`config.mk`:
```
export PLATFORM = sky130hd
export DESIGN_NAME = boot_port_cfg
export DESIGN_NICKNAME = d
export VERILOG_FILES = /design/src/rtl/bpc_pkg.sv /design/src/rtl/bpc_mode_latch.sv /design/src/rtl/bpc_regs.sv /design/src/rtl/bpc_pin_ctrl.sv /design/src/rtl/boot_port_cfg.sv
export SDC_FILE = /design/constraint.sdc
export NUM_CORES = 1
export LEC_CHECK = 0
export CAP_MARGIN = 40
export CORE_ASPECT_RATIO = 1.2
export CORE_MARGIN = 10
export CORE_UTILIZATION = 47
export CTS_CLUSTER_SIZE = 20
export DETAILED_ROUTE_END_ITERATION = 8
export DONT_BUFFER_PORTS = 1
export GPL_TIMING_DRIVEN = 0
export PLACE_DENSITY_LB_ADDON = 0.12
export SLEW_MARGIN = 15
export SYNTH_ARGS = -nofsm -noshare
export SYNTH_HDL_FRONTEND = slang
export SYNTH_SLANG_ARGS = --single-unit
```
`constraint.sdc`:
```
create_clock -name clk -period 1.6 [get_ports clk]
set_input_delay 0.16 -clock clk [delete_from_list [all_inputs] [get_ports clk]]
set_output_delay 0.16 -clock clk [all_outputs]
set_load 0.03 [all_outputs]
```
`src/rtl/bpc_pkg.sv`:
```
package bpc_pkg;
  localparam int PORT_W = 8;
  localparam int ADDR_W = 2;
  localparam int DATA_W = 8;

  typedef logic [1:0] mode_t;
  localparam mode_t MODE_SINGLE = 2'b00;

  typedef struct packed {
    logic rw_en;
    logic lstrb_en;
    logic pipe_en;
  } altctl_t;

  localparam logic [ADDR_W-1:0] A_CTRL   = 2'd0;
  localparam logic [ADDR_W-1:0] A_TIMING = 2'd1;
  localparam logic [ADDR_W-1:0] A_DIR    = 2'd2;

  localparam int PIN_XIRQ  = 0;
  localparam int PIN_IRQ   = 1;
  localparam int PIN_RW    = 2;
  localparam int PIN_LSTRB = 3;
  localparam int PIN_MSEL0 = 5;
  localparam int PIN_MSEL1 = 6;
  localparam logic [PORT_W-1:0] PIPE_MASK  = 8'hE0;
  localparam logic [PORT_W-1:0] INPUT_MASK = 8'h03;

  function automatic logic is_single(mode_t m);
    return m == MODE_SINGLE;
  endfunction
endpackage

```
`src/rtl/bpc_mode_latch.sv`:
```
module bpc_mode_latch
  import bpc_pkg::*;
(
  input  logic  clk,
  input  logic  rst_n,
  input  mode_t mode_ab_i,
  output mode_t mode_o,
  output logic  run_o
);
  logic  run_q, run_d;
  mode_t mode_q, mode_d;

  always_comb begin
    run_d  = run_q;
    mode_d = mode_q;
    if (!run_q) begin
      run_d  = 1'b1;
      mode_d = mode_ab_i;
    end
  end

  always_ff @(posedge clk or negedge rst_n) begin
    if (!rst_n) begin
      run_q  <= 1'b0;
      mode_q <= MODE_SINGLE;
    end else begin
      run_q  <= run_d;
      mode_q <= mode_d;
    end
  end

  assign mode_o = mode_q;
  assign run_o  = run_q;
endmodule

```
`src/rtl/bpc_regs.sv`:
```
module bpc_regs
  import bpc_pkg::*;
(
  input  logic              clk,
  input  logic              rst_n,
  input  logic              run_i,
  input  mode_t             mode_i,
  input  logic              boot_user_i,
  input  logic              wr_en_i,
  input  logic [ADDR_W-1:0] addr_i,
  input  logic [DATA_W-1:0] wr_data_i,
  output logic [DATA_W-1:0] rd_data_o,
  output altctl_t           ctl_o,
  output logic [PORT_W-1:0] dir_o
);
  localparam int CTL_W = $bits(altctl_t);

  altctl_t           ctl_q, ctl_d;
  logic              stretch_q, stretch_d;
  logic [PORT_W-1:0] dir_q, dir_d;
  logic              allow_alt;
  logic              wr_ok;

  assign allow_alt = run_i && !is_single(mode_i);
  assign wr_ok     = wr_en_i && run_i;

  always_comb begin
    ctl_d     = ctl_q;
    stretch_d = stretch_q;
    dir_d     = dir_q;
    if (!run_i) begin
      stretch_d = boot_user_i;
    end else if (wr_ok) begin
      case (addr_i)
        A_CTRL:   if (allow_alt) ctl_d = altctl_t'(wr_data_i[CTL_W-1:0]);
        A_TIMING: stretch_d = wr_data_i[0];
        A_DIR:    dir_d = wr_data_i[PORT_W-1:0] & ~INPUT_MASK;
        default:  ;
      endcase
    end
  end

  always_ff @(posedge clk or negedge rst_n) begin
    if (!rst_n) begin
      ctl_q     <= '0;
      stretch_q <= 1'b1;
      dir_q     <= '0;
    end else begin
      ctl_q     <= ctl_d;
      stretch_q <= stretch_d;
      dir_q     <= dir_d;
    end
  end

  always_comb begin
    rd_data_o = '0;
    case (addr_i)
      A_CTRL:   rd_data_o[CTL_W-1:0] = allow_alt ? ctl_q : '0;
      A_TIMING: rd_data_o[0] = stretch_q;
      A_DIR:    rd_data_o[PORT_W-1:0] = dir_q;
      default:  ;
    endcase
  end

  assign ctl_o = allow_alt ? ctl_q : '0;
  assign dir_o = dir_q;
endmodule

```
`src/rtl/bpc_pin_ctrl.sv`:
```
module bpc_pin_ctrl
  import bpc_pkg::*;
(
  input  logic              run_i,
  input  altctl_t           ctl_i,
  input  logic [PORT_W-1:0] dir_i,
  input  logic              irq_pin_n_i,
  input  logic              xirq_pin_n_i,
  input  logic              irq_en_i,
  input  logic              xirq_en_i,
  output logic [PORT_W-1:0] oe_o,
  output logic [PORT_W-1:0] pu_o,
  output logic [PORT_W-1:0] fsel_o,
  output logic              irq_req_o,
  output logic              xirq_req_o
);
  logic [PORT_W-1:0] alt_vec;

  always_comb begin
    alt_vec = {PORT_W{ctl_i.pipe_en}} & PIPE_MASK;
    alt_vec[PIN_LSTRB] = ctl_i.lstrb_en;
    alt_vec[PIN_RW]    = ctl_i.rw_en;
  end

  for (genvar i = 0; i < PORT_W; i++) begin : g_pin
    if (i == PIN_IRQ || i == PIN_XIRQ) begin : g_in
      assign oe_o[i]   = 1'b0;
      assign pu_o[i]   = 1'b1;
      assign fsel_o[i] = 1'b0;
    end else if (i == PIN_MSEL0 || i == PIN_MSEL1) begin : g_msel
      logic drive;
      assign drive     = alt_vec[i] | dir_i[i];
      assign oe_o[i]   = run_i & drive;
      assign pu_o[i]   = run_i & ~drive;
      assign fsel_o[i] = run_i & alt_vec[i];
    end else begin : g_io
      logic drive;
      assign drive     = alt_vec[i] | dir_i[i];
      assign oe_o[i]   = drive;
      assign pu_o[i]   = ~drive;
      assign fsel_o[i] = alt_vec[i];
    end
  end

  assign irq_req_o  = run_i & irq_en_i  & ~irq_pin_n_i;
  assign xirq_req_o = run_i & xirq_en_i & ~xirq_pin_n_i;
endmodule

```
`src/rtl/boot_port_cfg.sv`:
```
module boot_port_cfg
  import bpc_pkg::*;
(
  input  logic              clk,
  input  logic              rst_n,
  input  logic              mode_c_i,
  input  logic [1:0]        mode_ab_i,
  input  logic              irq_pin_n_i,
  input  logic              xirq_pin_n_i,
  input  logic              irq_en_i,
  input  logic              xirq_en_i,
  input  logic              wr_en_i,
  input  logic [ADDR_W-1:0] addr_i,
  input  logic [DATA_W-1:0] wr_data_i,
  output logic [DATA_W-1:0] rd_data_o,
  output logic [PORT_W-1:0] pin_oe_o,
  output logic [PORT_W-1:0] pin_pu_o,
  output logic [PORT_W-1:0] pin_fsel_o,
  output logic              irq_req_o,
  output logic              xirq_req_o
);
  mode_t             mode;
  logic              run;
  altctl_t           ctl;
  logic [PORT_W-1:0] dir;

  bpc_mode_latch u_latch (
    .clk       (clk),
    .rst_n     (rst_n),
    .mode_ab_i (mode_ab_i),
    .mode_o    (mode),
    .run_o     (run)
  );

  bpc_regs u_regs (
    .clk         (clk),
    .rst_n       (rst_n),
    .run_i       (run),
    .mode_i      (mode),
    .boot_user_i (mode_c_i),
    .wr_en_i     (wr_en_i),
    .addr_i      (addr_i),
    .wr_data_i   (wr_data_i),
    .rd_data_o   (rd_data_o),
    .ctl_o       (ctl),
    .dir_o       (dir)
  );

  bpc_pin_ctrl u_pins (
    .run_i        (run),
    .ctl_i        (ctl),
    .dir_i        (dir),
    .irq_pin_n_i  (irq_pin_n_i),
    .xirq_pin_n_i (xirq_pin_n_i),
    .irq_en_i     (irq_en_i),
    .xirq_en_i    (xirq_en_i),
    .oe_o         (pin_oe_o),
    .pu_o         (pin_pu_o),
    .fsel_o       (pin_fsel_o),
    .irq_req_o    (irq_req_o),
    .xirq_req_o   (xirq_req_o)
  );
endmodule

```
; ---- Word level (Yosys, flattened, before mapping)
; Index checks and enable logic that the tools add are counted.
[totals]
word_cells = 48
out_inout_bits = 34
regBits = 13
[op_classes]
n_eq_ne = 4
reduce_logical = 8
n_bitwise = 22
n_mux = 7
[ops]
columns = operator, n
row1 = AND 1 bit, 9
row2 = NOT 1 bit, 8
row3 = two-way mux 5 bit, 1
row4 = OR 1 bit, 5
row5 = zero test 2 bit, 2
row6 = != test 2 x 1 -> 1 bit (second input constant), 2
row7 = case mux 2 bit (2 select lines), 1
row8 = AND reduction 4 bit, 1
row9 = two-way mux 1 bit, 3
row10 = two-way mux 3 bit, 1
row11 = AND reduction 3 bit, 1
row12 = equality test 2 x 1 -> 1 bit (second input constant), 1
row13 = equality test 2 bit (second input constant), 1
row14 = logical AND 1 bit, 2
row15 = case mux 1 bit (2 select lines), 1
row16 = AND reduction 2 bit, 1
row17 = zero test 1 bit, 1

; ---- Longest topological paths before layout
; Gate-level depths: netlist of the first run.
[logic_depth]
ltp_word = 7
ltp_mapped = 4
mapped_depth_nobuf = 3

; ---- By module
; Synthesis of the first run repeated with hierarchy kept, for this count alone.
[unflattened]
cells_unflattened = 80
area_unflattened_um2 = 844.6
[modules_own_cells]
columns = mod, area_per_inst_um2, n_inst, cells_each
row1 = bpc_regs, 525.5, 1, 43
row2 = bpc_pin_ctrl, 217.7, 1, 31
row3 = bpc_mode_latch, 101.3, 1, 6

; ---- Least setup slack after synthesis of the first run
; No wires, ideal clock.
[synth_path]
kind = flip-flop to output port
from = register u_latch.mode_q[1] (netlist: u_latch.mode_o[1])
to = output port pin_oe_o[3]
path_stages_with_launch = 5
slack_ns = 0.011
arrival_time_ns = 1.429
path_buffers = 1
cell_sequence = dfrtp_1 > o21a_2 > a21oi_1 > inv_1 > buf_4
[synth_between]
elab_chain_cells = 5
[synth_lines]
columns = element, line
row1 = from (decl), bpc_mode_latch.sv:11  ; mode_t mode_q, mode_d;
row2 = from (signal assigned), bpc_mode_latch.sv:28  ; mode_q <= mode_d;
row3 = zero test 2 bit, bpc_pkg.sv:29  ; return m == MODE_SINGLE;
row4 = zero test 1 bit, bpc_regs.sv:24  ; assign allow_alt = run_i && !is_single(mode_i);
row5 = logical AND 1 bit, bpc_regs.sv:24
row6 = two-way mux 3 bit, bpc_regs.sv:65  ; assign ctl_o = allow_alt ? ctl_q : '0;
row7 = OR 1 bit, bpc_pin_ctrl.sv:38  ; assign drive = alt_vec[i] | dir_i[i];
row8 = to (decl), boot_port_cfg.sv:16  ; output logic [PORT_W-1:0] pin_oe_o,
; No other way between the ends.

; ---- Final worst setup path of the first run
[layout_path]
from = register u_latch.mode_q[1] (netlist: u_latch.mode_o[1])
to = output port pin_oe_o[2]
[layout_between]
elab_chain_cells = 5
[layout_lines]
columns = element, line
row1 = zero test 2 bit, bpc_pkg.sv:29
row2 = zero test 1 bit, bpc_regs.sv:24
row3 = logical AND 1 bit, bpc_regs.sv:24
row4 = two-way mux 3 bit, bpc_regs.sv:65
row5 = named net pin_fsel_o[2], boot_port_cfg.sv:18  ; output logic [PORT_W-1:0] pin_fsel_o,
row6 = OR 1 bit, bpc_pin_ctrl.sv:38
; The timed path passes the listed nets, and every way through them passes these cells.

==> reports/results.ini, run 1 <==
[finish]
postLayoutCoreUtil_pct = 61.81
final_layout_size_suffix_gt1_share_pct = 57.61
finalNetCount = 113
post_layout_nonfiller_instances = 110
n_antenna_cell = 0
final_design_area_no_fill_sq_um = 1002
area_growth_syn_to_layout_pct = 24.96

[logic_synthesis]
synthesis_stage_register_bit_count = 13
synth_cell_types = 23
ys_warns = 0
ys_async_sr_fraction_pct = 100.0
post_synth_instance_area_sq_um = 802.0
yosys_most_used_dff = sky130_fd_sc_hd__dfrtp_1
syn-mean-instance-area_sq_um = 10.28
synthDominantCellAreaShare_pct = 37.44
seq_area_frac_synth_pct = 40.72
synth_common_cells = sky130_fd_sc_hd__buf_4, sky130_fd_sc_hd__dfrtp_1, sky130_fd_sc_hd__mux2_2
edff_count_synth = 0
yosys-top-cells-area = sky130_fd_sc_hd__dfrtp_1, sky130_fd_sc_hd__mux2_2, sky130_fd_sc_hd__buf_4
synth.largest_area_cell = sky130_fd_sc_hd__dfrtp_1
netlist_instances = 78

[placement]
finalWeightedCongestion = 0.6689
hpwl_um = 1559
placement.io_buffers = 0
dp.cells = 103
post-place-ws_ps = -102.8
place_area_sq_um = 852.1

[timing]
rsz_0062_raised_after_global_routing = true
max-slew-margin-rel_pct = 62.55
setup_total_negative_slack_ps = -87.07
final_critical_path_setup_slack_ps = -68.19
report.final.hold_viol_count = 0
finClkSkew_ps = 0.6470
clock.fmax_ghz = 0.5995
worst_slew_pin_slew_ps = 559.9
fin_hold_ws_ps = 13.00
setup_violations = 3
final_min_period_over_clock_period_pct = 104.3
final_critical_path_required_period_ps = 1668
drv_slew = 0

[critical_path]
setup.worst_path.class = reg -> out
worst_setup_path_end_kind = output pin
cp_max_fo = 4
r2r_end = u_regs.ctl_q[2]
startpoint_type = flop
source_of_the_critical_timing_path = u_latch.mode_o[1]
regToRegSetupSlack_ps = 240
timing.critical_path.to = pin_oe_o[2]
reg2regPathDepth = 4
timing.critical_path.arrival_ps = 1510
crit-reg2reg-launch = u_latch.mode_o[1]
worst-endpoint-required_ps = 1440

[power]
p_int_mw = 0.6934
p_leak_nw = 0.4582
power_density_nw_per_um2 = 1205
power.combinational.fraction_pct = 46.1
switching_share_pct = 42.56
clkPwrFrac_pct = 15.7
pwr-share-seq_pct = 38.3
totalPowerFinal_mw = 1.207
power.ir.vdd_worst_mv = 0.9527
power_switching_mw = 0.5138

[clock_network]
clock_sink_count = 13
insertion_delay_ps = 260
ctsLongestPathBuffers = 2
cts_tree = done
clk_pin_slew_worst_paths_ps = 70
cts_root_buf = sky130_fd_sc_hd__clkbuf_4
cts_buffers = 3
htree_levels = 1

[detailed_routing]
drt-wirelength-per-cell_um = 17.11
routed_wirelength_um = 1882
dr_total_vias = 551
detail_route.first_pass.iterations = 4
vias_per_cell = 5.009
postRouteAntennaNets = 0
post-route-drc-count = 0
drt_iter0_markers = 7

[global_route]
antenna_violations_before_repair = 0
number_of_global_route_vias_before_repair = 590
grt_pass1_wl_um = 2815
grtUsageTotal_pct = 9.296
grt_overflow_total = 0
grt_max_degree = 14

[status]
status = finished with violations
failed_checks = setup timing

[floorplanning]
core_area_sq_um = 1622
io_pins = 54
die_area_sq_um = 3766
dieWidth_um = 57.71
die_height_um = 65.25
floorplan.initialDensity_pct = 49.46
rows = 16

[worst_hold_path]
worstHoldStart = mode_c_i
hold_path_class = in -> reg

[run]
max_cap_viols = 0

-- cell usage in the layout (no fill, tap or decap), types with 2 or more instances in the layout --
cell and instances:
sky130_fd_sc_hd__nor2_2 3, sky130_fd_sc_hd__nor2_4 3, sky130_fd_sc_hd__and2_1 5, sky130_fd_sc_hd__nand2_1 3
sky130_fd_sc_hd__buf_6 3, sky130_fd_sc_hd__o21a_1 2, sky130_fd_sc_hd__clkbuf_4 4, sky130_fd_sc_hd__mux2i_1 2
sky130_fd_sc_hd__o211a_4 2, sky130_fd_sc_hd__or2_4 2, sky130_fd_sc_hd__nor2_1 2, sky130_fd_sc_hd__inv_1 2
sky130_fd_sc_hd__dfrtp_1 10, sky130_fd_sc_hd__conb_1 8, sky130_fd_sc_hd__dfrtp_2 2, sky130_fd_sc_hd__mux2_2 11
sky130_fd_sc_hd__buf_4 11
-- routing by layer --
layer  part of all wire [%]  track usage, %  vias to the layer above
met4                      0           3.529                        0
met5                      0               0                        -
met1                     30           7.692                      255
met2                     56           16.94                       26
met3                     13           6.154                        0
li1                       -               -                      270
-- cells by family (layout without fill, tap and decap cells) --
logic type / after synthesis / in the layout / synth area share (%)
AOI/OAI and AO/OA: 8 / 8 / 7.800
buffers and inverters: 17 / 25 / 13.73
DFF: 13 / 13 / 40.72
muxes: 13 / 13 / 17.94
other: 2 / 8 / 0.9364
and+or+nand+nor: 25 / 25 / 18.88
-- repair_timing --
| action | in CTS | in global routing |
|---|---|---|
| endpoints found under the setup margin | 15 | 11 |
| pin swaps | 4 | 3 |
| endpoints found under the hold margin | 13 | 0 |
| cloned | 0 | 0 |
| hold buffers | 1 | 0 |
| setup buffers | 0 | 2 |
| gates resized for setup | 24 | 7 |
-- critical path: stages (launching register included) --
cell and delay (ps):
sky130_fd_sc_hd__dfrtp_2 440, sky130_fd_sc_hd__o21a_4 250, sky130_fd_sc_hd__and2_4 180, sky130_fd_sc_hd__or2_4 230
sky130_fd_sc_hd__buf_6 130
-- sequential cells by signal (all words and copies together) (netlist names) --
signal and count:
u_regs.ctl_q 3, u_latch.mode_o 2, u_regs.dir_o 6, u_regs.stretch_q 1
u_latch.run_o 1
-- how the worst min path moves through the flow --
| stage | endpoint | cells after the start |
|---|---|---|
| floorplan | u_latch.mode_o[0] | 0 |
| global placement | u_latch.mode_o[0] | 0 |
| detailed placement | u_latch.mode_o[1] | 0 |
| CTS | u_regs.stretch_q | 2 |
| global route | u_regs.stretch_q | 2 |
| finish | u_regs.stretch_q | 2 |
-- layout make-up --
cell class	instances	area, sq um
fill	154	619.3
multi-input combinational	54	466.7
sequential	13	329.1
buffer	13	108.9
timing repair buffer	4	30.03
clock buffer	4	26.28
tap	18	22.52
inverter	4	18.77
-- power by group through the flow --
stage	Clock (mW)	Sequential [mW]	Combinational, mW
final	0.189	0.462	0.556
after global routing	0.218	0.472	0.588
after CTS	0.198	0.458	0.546
after detailed placement	0	0.447	0.476
after global placement	0	0.443	0.471
after floorplan	0	0.433	0.439
Note: power is estimated with default switching activity, not from simulation.
==> run 2: changes to the inputs <==
Settings changed: SYNTH_HIERARCHICAL set to 1.
==> run 2 against run 1 <==
- the run ends with hold timing, setup timing left
- synthesized area grew 3.0%
- die area grew 2.0%
- via count grew 6.0%
- sequential cell count is the same
- total power grew 3.7%
- first-iteration DRC count grew 57%
- core utilization grew 2.0 points
- maximum frequency grew 0.15%
- clock skew is essentially flat
- clock-buffer cell count is the same
- combinational power grew 6.3%
- register-to-register slack gained 40 ps
==> reports/results.ini, run 2 <==
[status]
status = finished with violations
failed_checks = hold timing, setup timing

[finish]
finalNetCount = 113
n_antenna_cell = 0
area_growth_syn_to_layout_pct = 26.82
multi_input_comb_area_sq_um = 491.7
n_fill_cell = 146
final_layout_size_suffix_gt1_share_pct = 59.78
final_common_cell = sky130_fd_sc_hd__buf_4
largest_register_ff_count = 6
postLayoutCoreUtil_pct = 63.80
layout.cells.most_common_list = sky130_fd_sc_hd__buf_4, sky130_fd_sc_hd__mux2_2, sky130_fd_sc_hd__dfrtp_1
ff_latch_area_sq_um = 327.8

[floorplanning]
dieWidth_um = 58.27
floorplan.initialDensity_pct = 50.30
die_area_sq_um = 3841
die_height_um = 65.92
io_pins = 54
rows = 16
core_area_sq_um = 1642

[critical_path]
cpPeakStageDelay_ps = 380
setup.worst_path.class = reg -> out
r2r_end = u_regs/ctl_q[2]
regToRegSetupSlack_ps = 280
worstPathBufferInverterCount = 0
reg2regPathDepth = 3
ordered_list_of_cells_on_the_worst_path = or2_4 > and3_4 > nor3b_4
worst-path-stages = 3
worst_setup_path_end_kind = output pin
timing.critical_path.arrival_ps = 1510
crit_path_top_delay_cell = sky130_fd_sc_hd__dfrtp_1
crit-reg2reg-launch = u_latch/mode_o[0]
startpoint_type = flop
source_of_the_critical_timing_path = u_latch/mode_o[0]
cp_max_fo = 5
timing.critical_path.to = pin_pu_o[6]
worst-endpoint-required_ps = 1440
cp_top_family = simple AND/OR/NAND/NOR gates

[detailed_routing]
routed_wirelength_um = 2127
detail_route.first_pass.iterations = 2
dr_total_vias = 584
drt_iter0_markers = 11
post-route-drc-count = 0
postRouteAntennaNets = 0
drt-wirelength-per-cell_um = 19.34
vias_per_cell = 5.309

[timing]
report.final.hold_viol_count = 1
clock.fmax_ghz = 0.6003
final_min_period_over_clock_period_pct = 104.1
final_critical_path_setup_slack_ps = -65.72
setup_violations = 8
drv_slew = 0
final_critical_path_required_period_ps = 1666
setup_total_negative_slack_ps = -337.3
fin_hold_ws_ps = -0.2058
finClkSkew_ps = 0.7631
rsz_0062_raised_after_global_routing = true
max-slew-margin-rel_pct = 61.13
worst_slew_pin_slew_ps = 581.1

[placement]
finalWeightedCongestion = 0.7082
placement.io_buffers = 0
hpwl_um = 1585

[clock_network]
insertion_delay_ps = 270
clk_pin_slew_worst_paths_ps = 80
cts_tree = done
cts_buffers = 3
cts_root_buf = sky130_fd_sc_hd__clkbuf_4
clock_sink_count = 13
ctsLongestPathBuffers = 2
htree_levels = 1

[power]
p_leak_nw = 0.4887
power.ir.vdd_worst_mv = 0.6533
power_density_nw_per_um2 = 1196

[global_route]
grt_pass1_wl_um = 3029
grt_max_degree = 14
grt_overflow_total = 0
antenna_violations_before_repair = 0
grtUsageTotal_pct = 10.11
number_of_global_route_vias_before_repair = 633

[logic_synthesis]
post_synth_instance_area_sq_um = 825.8
syn-mean-instance-area_sq_um = 10.72
netlist_instances = 77
ys_warns = 6

[run]
max_cap_viols = 0

[worst_hold_path]
hold_path_class = in -> reg

## run 2: cell count changes in the layout (fill, tap and decap cells not counted), moves of 3 or more
| cell | delta |
|---|---|
| sky130_fd_sc_hd__nor2_2 | -3 |
| sky130_fd_sc_hd__nand2_1 | -3 |
| sky130_fd_sc_hd__buf_6 | +3 |
| sky130_fd_sc_hd__and3_4 | +3 |
## run 2: repair_timing
item                                    in CTS  in global routing
pin swaps                                    6                  1
endpoints found under the hold margin       13                  0
buffers inserted                             4                  0
endpoints found under the setup margin      16                 15
gates resized for setup                     24                  7
cloned                                       1                  0
hold buffers                                 1                  0
## run 2: layout make-up
| cell class | instances | area share, % |
|---|---|---|
| plain buffers | 15 | 12.54 |
| clock buffers | 4 | 2.509 |
| inverters | 1 | 0.3584 |
| multi-input cells | 54 | 46.95 |
| flip-flops and latches | 13 | 31.30 |
| well taps | 18 | 2.151 |
| repair buffers | 5 | 4.182 |
## run 2: worst min-delay path by stage
stage | startpoint | to | slack, ps | depth (start not counted)
after CTS | mode_c_i | u_regs/stretch_q | 0.4 | 2
after floorplan | rst_n | u_latch/mode_o[0] | -140 | 0
after detailed placement | rst_n | u_latch/mode_o[1] | -140 | 0
after global placement | rst_n | u_latch/mode_o[0] | -140 | 0
final | mode_c_i | u_regs/stretch_q | -0.2 | 2
after global routing | mode_c_i | u_regs/stretch_q | 8 | 2
## run 2: worst reg2reg max path, cell delays in order, from the launching register on
cell	delay [ps]
sky130_fd_sc_hd__dfrtp_1	380
sky130_fd_sc_hd__or2_4	280
sky130_fd_sc_hd__nand4_1	200
sky130_fd_sc_hd__mux2_2	360
## run 2: per-stage QoR
step	power, mW	instances	hold WS, ps	setup slack (ps)	cell area [sq um]
detailed placement	0.9274	100	-135.1	-212.1	867.1
finish	1.252	110	-0.2058	-65.72	1047
CTS	1.232	110	0.3857	-78.60	1017
global route	1.314	110	8.485	-134.7	1047
global placement	0.9191	100	-135.1	-186.0	867.1
floorplan	0.8793	82	-135.6	14.28	844.6
## run 2: per-layer routing
metal / global-route usage [%] / vias to the layer above / wire length [um]
met4: 4.412 / 0 / 21
met1: 10.33 / 277 / 772
li1: - / 274 / -
met2: 16.22 / 31 / 1054
met5: 0 / - / 0
met3: 5.962 / 2 / 278
## run 2: power breakdown
group / internal (mW) / switching, mW
clock network: 0.0964 / 0.106
registers: 0.393 / 0.0657
logic: 0.240 / 0.351
total: 0.729 / 0.523
